[src/rtl/vcf_pkg.sv]
package vcf_pkg;
  localparam int NCH    = 3;
  localparam int WORD_W = 32;
  localparam int ADDR_W = 3;
  localparam int LEN_W  = 2;
  localparam int KIND_W = 2;
  localparam int CHID_W = 2;
  localparam int SUM_W  = 4;
  localparam int HDR_W  = 2 * ADDR_W + LEN_W + KIND_W + CHID_W + SUM_W;
  localparam int PAY_W  = 2 * WORD_W;
  localparam int PKT_W  = HDR_W + PAY_W;
  localparam int NIB    = PKT_W / SUM_W;

  localparam int CH_TRIG = 0;
  localparam int CH_DATA = 1;
  localparam int CH_SLOW = 2;

  typedef enum logic [1:0] {
    SLOT_EMPTY,
    SLOT_HALF,
    SLOT_FULL,
    SLOT_SENT
  } slotState_t;

  typedef struct packed {
    logic [NCH-1:0]    loadLo;
    logic [NCH-1:0]    loadHi;
    logic              loadOut;
    logic [CHID_W-1:0] outSel;
  } strobes_t;

  function automatic logic [SUM_W-1:0] nibFold(input logic [PKT_W-1:0] p);
    logic [SUM_W-1:0] acc;
    acc = '0;
    for (int k = 0; k < NIB; k++) acc ^= p[k*SUM_W +: SUM_W];
    return acc;
  endfunction

  function automatic logic [PKT_W-1:0] buildPkt(
    input logic [ADDR_W-1:0] dst,
    input logic [ADDR_W-1:0] src,
    input logic [LEN_W-1:0]  len,
    input logic [KIND_W-1:0] kind,
    input logic [CHID_W-1:0] chId,
    input logic [WORD_W-1:0] hi,
    input logic [WORD_W-1:0] lo
  );
    logic [PKT_W-1:0] p;
    p = {dst, src, len, kind, chId, {SUM_W{1'b0}}, hi, lo};
    p[PAY_W +: SUM_W] = nibFold(p);
    return p;
  endfunction
endpackage

[src/rtl/vcf_ctrl.sv]
module vcf_ctrl
  import vcf_pkg::*;
(
  input  logic           clk,
  input  logic           rstN,
  input  logic [NCH-1:0] chValid,
  input  logic [NCH-1:0] chLast,
  input  logic [NCH-1:0] ackPulse,
  input  logic [NCH-1:0] nackPulse,
  input  logic           pktReady,
  output logic [NCH-1:0] chReady,
  output logic           pktValid,
  output strobes_t       stb
);
  logic [NCH-1:0]    isEmpty;
  logic [NCH-1:0]    isHalf;
  logic [NCH-1:0]    isFull;
  logic              haveGrant;
  logic [CHID_W-1:0] gSel;
  logic              outFree;
  logic              take;
  logic              rrSlow;

  // fixed priority for trigger, alternation between data and slow control
  always_comb begin
    haveGrant = |isFull;
    gSel      = '0;
    if (isFull[CH_TRIG])                       gSel = CHID_W'(CH_TRIG);
    else if (isFull[CH_DATA] && isFull[CH_SLOW]) gSel = rrSlow ? CHID_W'(CH_SLOW) : CHID_W'(CH_DATA);
    else if (isFull[CH_DATA])                  gSel = CHID_W'(CH_DATA);
    else if (isFull[CH_SLOW])                  gSel = CHID_W'(CH_SLOW);
  end

  assign outFree    = !pktValid || pktReady;
  assign take       = outFree && haveGrant;
  assign stb.loadOut = take;
  assign stb.outSel  = gSel;

  for (genvar i = 0; i < NCH; i++) begin : g_slot
    slotState_t st;

    assign isEmpty[i]    = (st == SLOT_EMPTY);
    assign isHalf[i]     = (st == SLOT_HALF);
    assign isFull[i]     = (st == SLOT_FULL);
    assign chReady[i]    = isEmpty[i] || isHalf[i];
    assign stb.loadLo[i] = chValid[i] && isEmpty[i];
    assign stb.loadHi[i] = chValid[i] && isHalf[i];

    always_ff @(posedge clk) begin
      if (!rstN) begin
        st <= SLOT_EMPTY;
      end else begin
        unique case (st)
          SLOT_EMPTY: if (chValid[i]) st <= chLast[i] ? SLOT_FULL : SLOT_HALF;
          SLOT_HALF:  if (chValid[i]) st <= SLOT_FULL;
          SLOT_FULL:  if (take && gSel == CHID_W'(i)) st <= SLOT_SENT;
          SLOT_SENT: begin
            if (ackPulse[i])       st <= SLOT_EMPTY;
            else if (nackPulse[i]) st <= SLOT_FULL;
          end
          default: st <= SLOT_EMPTY;
        endcase
      end
    end
  end

  always_ff @(posedge clk) begin
    if (!rstN) begin
      pktValid <= 1'b0;
      rrSlow   <= 1'b0;
    end else begin
      if (outFree) pktValid <= haveGrant;
      if (take) begin
        if (gSel == CHID_W'(CH_DATA))      rrSlow <= 1'b1;
        else if (gSel == CHID_W'(CH_SLOW)) rrSlow <= 1'b0;
      end
    end
  end
endmodule

[src/rtl/vcf_dpath.sv]
module vcf_dpath
  import vcf_pkg::*;
(
  input  logic                    clk,
  input  logic                    rstN,
  input  logic [ADDR_W-1:0]       myAddr,
  input  logic [NCH*KIND_W-1:0]   chKind,
  input  logic [NCH*ADDR_W-1:0]   chDst,
  input  logic [NCH*WORD_W-1:0]   chWord,
  input  strobes_t                stb,
  output logic [PKT_W-1:0]        pktData
);
  logic [PKT_W-1:0] cand [NCH];
  logic [PKT_W-1:0] selPkt;

  for (genvar i = 0; i < NCH; i++) begin : g_buf
    logic [WORD_W-1:0] lo;
    logic [WORD_W-1:0] hi;
    logic [LEN_W-1:0]  len;
    logic [KIND_W-1:0] kind;
    logic [ADDR_W-1:0] dst;

    always_ff @(posedge clk) begin
      if (!rstN) begin
        lo   <= '0;
        hi   <= '0;
        len  <= '0;
        kind <= '0;
        dst  <= '0;
      end else if (stb.loadLo[i]) begin
        lo   <= chWord[i*WORD_W +: WORD_W];
        hi   <= '0;
        len  <= LEN_W'(1);
        kind <= chKind[i*KIND_W +: KIND_W];
        dst  <= chDst[i*ADDR_W +: ADDR_W];
      end else if (stb.loadHi[i]) begin
        hi  <= chWord[i*WORD_W +: WORD_W];
        len <= LEN_W'(2);
      end
    end

    assign cand[i] = buildPkt(dst, myAddr, len, kind, CHID_W'(i), hi, lo);
  end

  always_comb begin
    selPkt = '0;
    for (int i = 0; i < NCH; i++)
      if (stb.outSel == CHID_W'(i)) selPkt = cand[i];
  end

  always_ff @(posedge clk) begin
    if (!rstN)            pktData <= '0;
    else if (stb.loadOut) pktData <= selPkt;
  end
endmodule

[src/rtl/vcf_framer.sv]
module vcf_framer
  import vcf_pkg::*;
(
  input  logic                  clk,
  input  logic                  rstN,
  input  logic [ADDR_W-1:0]     myAddr,
  input  logic [NCH-1:0]        chValid,
  input  logic [NCH-1:0]        chLast,
  input  logic [NCH*KIND_W-1:0] chKind,
  input  logic [NCH*ADDR_W-1:0] chDst,
  input  logic [NCH*WORD_W-1:0] chWord,
  output logic [NCH-1:0]        chReady,
  output logic                  pktValid,
  output logic [PKT_W-1:0]      pktData,
  input  logic                  pktReady,
  input  logic [NCH-1:0]        ackPulse,
  input  logic [NCH-1:0]        nackPulse
);
  strobes_t stb;

  vcf_ctrl u_ctrl (
    .clk(clk), .rstN(rstN), .chValid(chValid), .chLast(chLast),
    .ackPulse(ackPulse), .nackPulse(nackPulse), .pktReady(pktReady),
    .chReady(chReady), .pktValid(pktValid), .stb(stb)
  );

  vcf_dpath u_dpath (
    .clk(clk), .rstN(rstN), .myAddr(myAddr), .chKind(chKind),
    .chDst(chDst), .chWord(chWord), .stb(stb), .pktData(pktData)
  );
endmodule

[config.mk]
export PLATFORM = sky130hd
export DESIGN_NAME = vcf_framer
export DESIGN_NICKNAME = d
export VERILOG_FILES = /design/src/rtl/vcf_pkg.sv /design/src/rtl/vcf_ctrl.sv /design/src/rtl/vcf_dpath.sv /design/src/rtl/vcf_framer.sv
export SDC_FILE = /design/constraint.sdc
export NUM_CORES = 1
export LEC_CHECK = 0
export CELL_PAD_IN_SITES_DETAIL_PLACEMENT = 1
export CELL_PAD_IN_SITES_GLOBAL_PLACEMENT = 1
export CORE_MARGIN = 2
export CORE_UTILIZATION = 45
export CTS_CLUSTER_DIAMETER = 100
export DETAILED_ROUTE_END_ITERATION = 12
export DONT_BUFFER_PORTS = 1
export GPL_TIMING_DRIVEN = 0
export PLACE_DENSITY = 0.86
export SYNTH_ARGS = -nofsm -noshare
export SYNTH_HDL_FRONTEND = slang
export SYNTH_HIERARCHICAL = 1
export SYNTH_SLANG_ARGS = --single-unit
[constraint.sdc]
create_clock -name clk -period 2.05 [get_ports clk]
set_input_delay 0.41 -clock clk [delete_from_list [all_inputs] [get_ports clk]]
set_output_delay 0.41 -clock clk [all_outputs]
set_load 0.02 [all_outputs]
==> results.toml <==
[yosys]
syn_nets = 1568
synth_xor_area_frac = 0.1355
synth_compound_area_frac = 0.1010
synth.area.mux_share = 0.1785
synthAdderAreaFrac = 0.002615
ys_seq_area_frac = 0.4198
syn_area_per_cell_um2 = 9.996
yosys.area_share.simple = 0.1311
ys_seq_elements = 301
synth_cell_types = 48
synth_top_family_by_area = "multiplexers"
ys_warn_count = 6
syn_inst = 1436
syn_area_um2 = 14350

[cells_and_area]
final_core_util = 0.5611
finalNetCount = 1641
finalInstanceArea_um2 = 17660
fin_cells = 1938
layout_commonest_cell = "dfxtp_1"
most-common-layout-cells = "292 x dfxtp_1, 231 x mux2i_1, 155 x xnor2_1"
drive_gt1_frac = 0.1915
area_growth_syn_to_layout_pct = 23.04
nFillCells = 3315

[clock_network]
cts.sinks = 301
path_clk_slew_ns = 0.07
cts_tree = "built"
cts_buffers = 34
clock_path_buffers = 3
clock-root-buffer = "clkbuf_16"
hold_buffers = 0
clock_latency_ns = 0.54
htreeDepth = 2

[grt]
grt_usage = 0.3559
grt_pass1_vias = 12781
grt.met2_usage = 0.5649
use_met3 = 0.1106
grt.met1_usage = 0.4003
grt_max_degree = 14
grt_antenna_before_repair = 2
busiest_layer = "met2"
grt_overflow = 0
grt_pass1_wl_mm = 86.92

[route]
wl_per_cell_um = 35.24
drt-pass1-iter-count = 5
drtAntennaViolNets = 0
drt-total-wl_mm = 68.30
vias = 12524
drt_iter0_drc = 1417
drc_errors = 0
avgViaCountPerCell = 6.462

[timing]
finalSetupTns_ns = -3.631
clock.fmax_mhz = 398.4
setup_viol = 43
worst_clock_skew_ns = 0.01562
tightest_slew_ns = 0.8524
max_slew_margin = 0.4317
post-route-min-period_ns = 2.510
finalCritPeriodShare = 1.224
finalHoldViolCount = 0
postLayoutSetupSlackWorst_ns = -0.4600
slew_viol_final = 0
rsz0062_at_grt = "yes"

[floorplanning]
ioPinCount = 213
die_height_um = 182.6
fp.coreArea_um2 = 31470
num_rows = 65
dieArea_um2 = 33340
die_x_um = 182.6
start_util = 0.4561

[placement]
dp_cells = 1838
gp_congestion = 0.9649
dp.final_hpwl_mm = 42.66
port_buffers = 0
placed_area_um2 = 14880

[hold_path]
hold_class = "in -> reg"

[critical_path]
worstPathCellList = "xnor2_1, xnor2_1, xnor3_1, xnor2_2, a22oi_2, a31oi_1"
path_common_cell = "xnor2_1"
crit_path_max_incr_delay_ns = 0.63
crit_required_ns = 2.51
worstPathMaxFanout = 3
criticalPathCategory = "reg -> reg"
worstPathArrival_ns = 2.97
cp_slowest_cell = "dfxtp_1"
worstSetupStartpointType = "flip-flop"
end_kind = "flip-flop"

[run_status]
violations = "setup timing"
status = "finished with violations"

[pwr]
power_leakage_uw = 0.006684
irDropWorstVdd_uv = 580.3
powerDensity_nw_per_um2 = 1069

[job]
drv_cap = 0
-- worst max-delay path: cells and delay by family (launching register included) --
| kind | cells | cell delay (ns) |
|---|---|---|
| XOR/XNOR | 4 | 1.38 |
| flip-flops | 1 | 0.63 |
| AO/OA/AOI/OAI | 2 | 0.41 |
-- cells by family (layout without fill, tap and decap cells) --
group	count (synthesis)	count (layout)
mux	256	256
xor+xnor	198	198
other cells	0	1
fa+ha+maj	3	3
buf+inv	110	209
simple gates	386	386
compound gates	182	182
flops	301	301
-- cells in the mapped netlist, drive strengths merged --
library cell,instances,area (um2)
xnor3,12,270.3
inv,5,18.76
a21bo,1,10.01
a2bb2oi,1,8.760
xor2,17,148.9
xnor2,169,1525
nand2,82,307.8
o221ai,1,8.760
nor2,132,495.5
nor2b,143,899.6
a32o,2,20.02
nand3,6,30.03
or4,1,7.510
nor3b,2,15.01
a21oi,29,145.1
and2,2,12.51
and2b,1,7.510
o211ai,48,360.4
nor3,1,5.000
a221oi,23,201.4
ha,3,37.54
a31oi,3,18.77
o21ai,7,35.03
a21boi,4,30.03
and3,4,26.28
o311ai,2,25.03
o211a,50,500.5
buf,37,176.4
o21a,5,37.54
a22oi,3,22.52
nand2b,10,62.56
o311a,1,10.01
nor4,1,6.260
or2,1,6.260
mux2i,256,2562
dfxtp,301,6026
o21bai,1,7.510
clkbuf,68,256.5
a211o,1,8.760
-- flip-flops by register name, indices dropped and copies added, names as in the netlist --
signal / cells
u_dpath/g_buf.kind: 6
u_ctrl/rrSlow: 1
u_ctrl/g_slot.st: 6
u_dpath/pktData: 80
u_dpath/g_buf.lo: 96
u_dpath/g_buf.len: 6
u_ctrl/pktValid: 1
u_dpath/g_buf.hi: 96
u_dpath/g_buf.dst: 9
-- layer usage --
metal,share of wire,routed length [um]
met5,0.00076,52
met4,0.10,6867
met3,0.12,8413
met2,0.43,29490
met1,0.34,23470
-- what timing repair did --
item / CTS / global route
setup endpoints to repair: 190 / 167
setup buffers: 19 / 23
resized for setup: 167 / 126
gates cloned: 0 / 6
pin swaps: 8 / 37
-- metrics by stage --
stage / setup WS, ns / hold slack [ns] / total power, uW
6_report: -0.4600 / 0.02571 / 18890
3_5_place_dp: -0.9533 / 0.4804 / 10710
5_1_grt: -0.4621 / 0.03065 / 19220
3_3_place_gp: -0.8754 / 0.4650 / 10550
2_1_floorplan: -0.02579 / 0.4519 / 9586
4_1_cts: -0.02847 / 0.03273 / 17780
-- worst paths after layout --
path	start	to	slack, ns	cells after the start
max	u_dpath/g_buf[0].hi[29]	u_dpath/pktData[65]	-0.46	6
min	chWord[16]	u_dpath/g_buf[0].hi[16]	0.03	2
max reg2reg	u_dpath/g_buf[0].hi[29]	u_dpath/pktData[65]	-0.46	6
min reg2reg	u_ctrl/rrSlow	u_ctrl/rrSlow	0.55	2
-- final cells by class --
| type | count | area (um2) | area share |
|---|---|---|---|
| antenna | 1 | 2.502 | 0.0001417 |
| clock buffer | 51 | 1089 | 0.06164 |
| tap | 402 | 503.0 | 0.02848 |
| timing repair buffer | 46 | 544.3 | 0.03082 |
| clock inverter | 11 | 162.7 | 0.009210 |
| inverter | 5 | 26.28 | 0.001488 |
| sequential | 301 | 6047 | 0.3424 |
| multi-input combinational | 1025 | 8598 | 0.4869 |
| buffer | 96 | 688.2 | 0.03897 |
-- power by group --
group	switching, uW	internal [uW]
combinational	2640	2050
clock	2690	4190
sequential	988	6330
total	6320	12600
No activity file was read; power rests on OpenSTA's default activity.
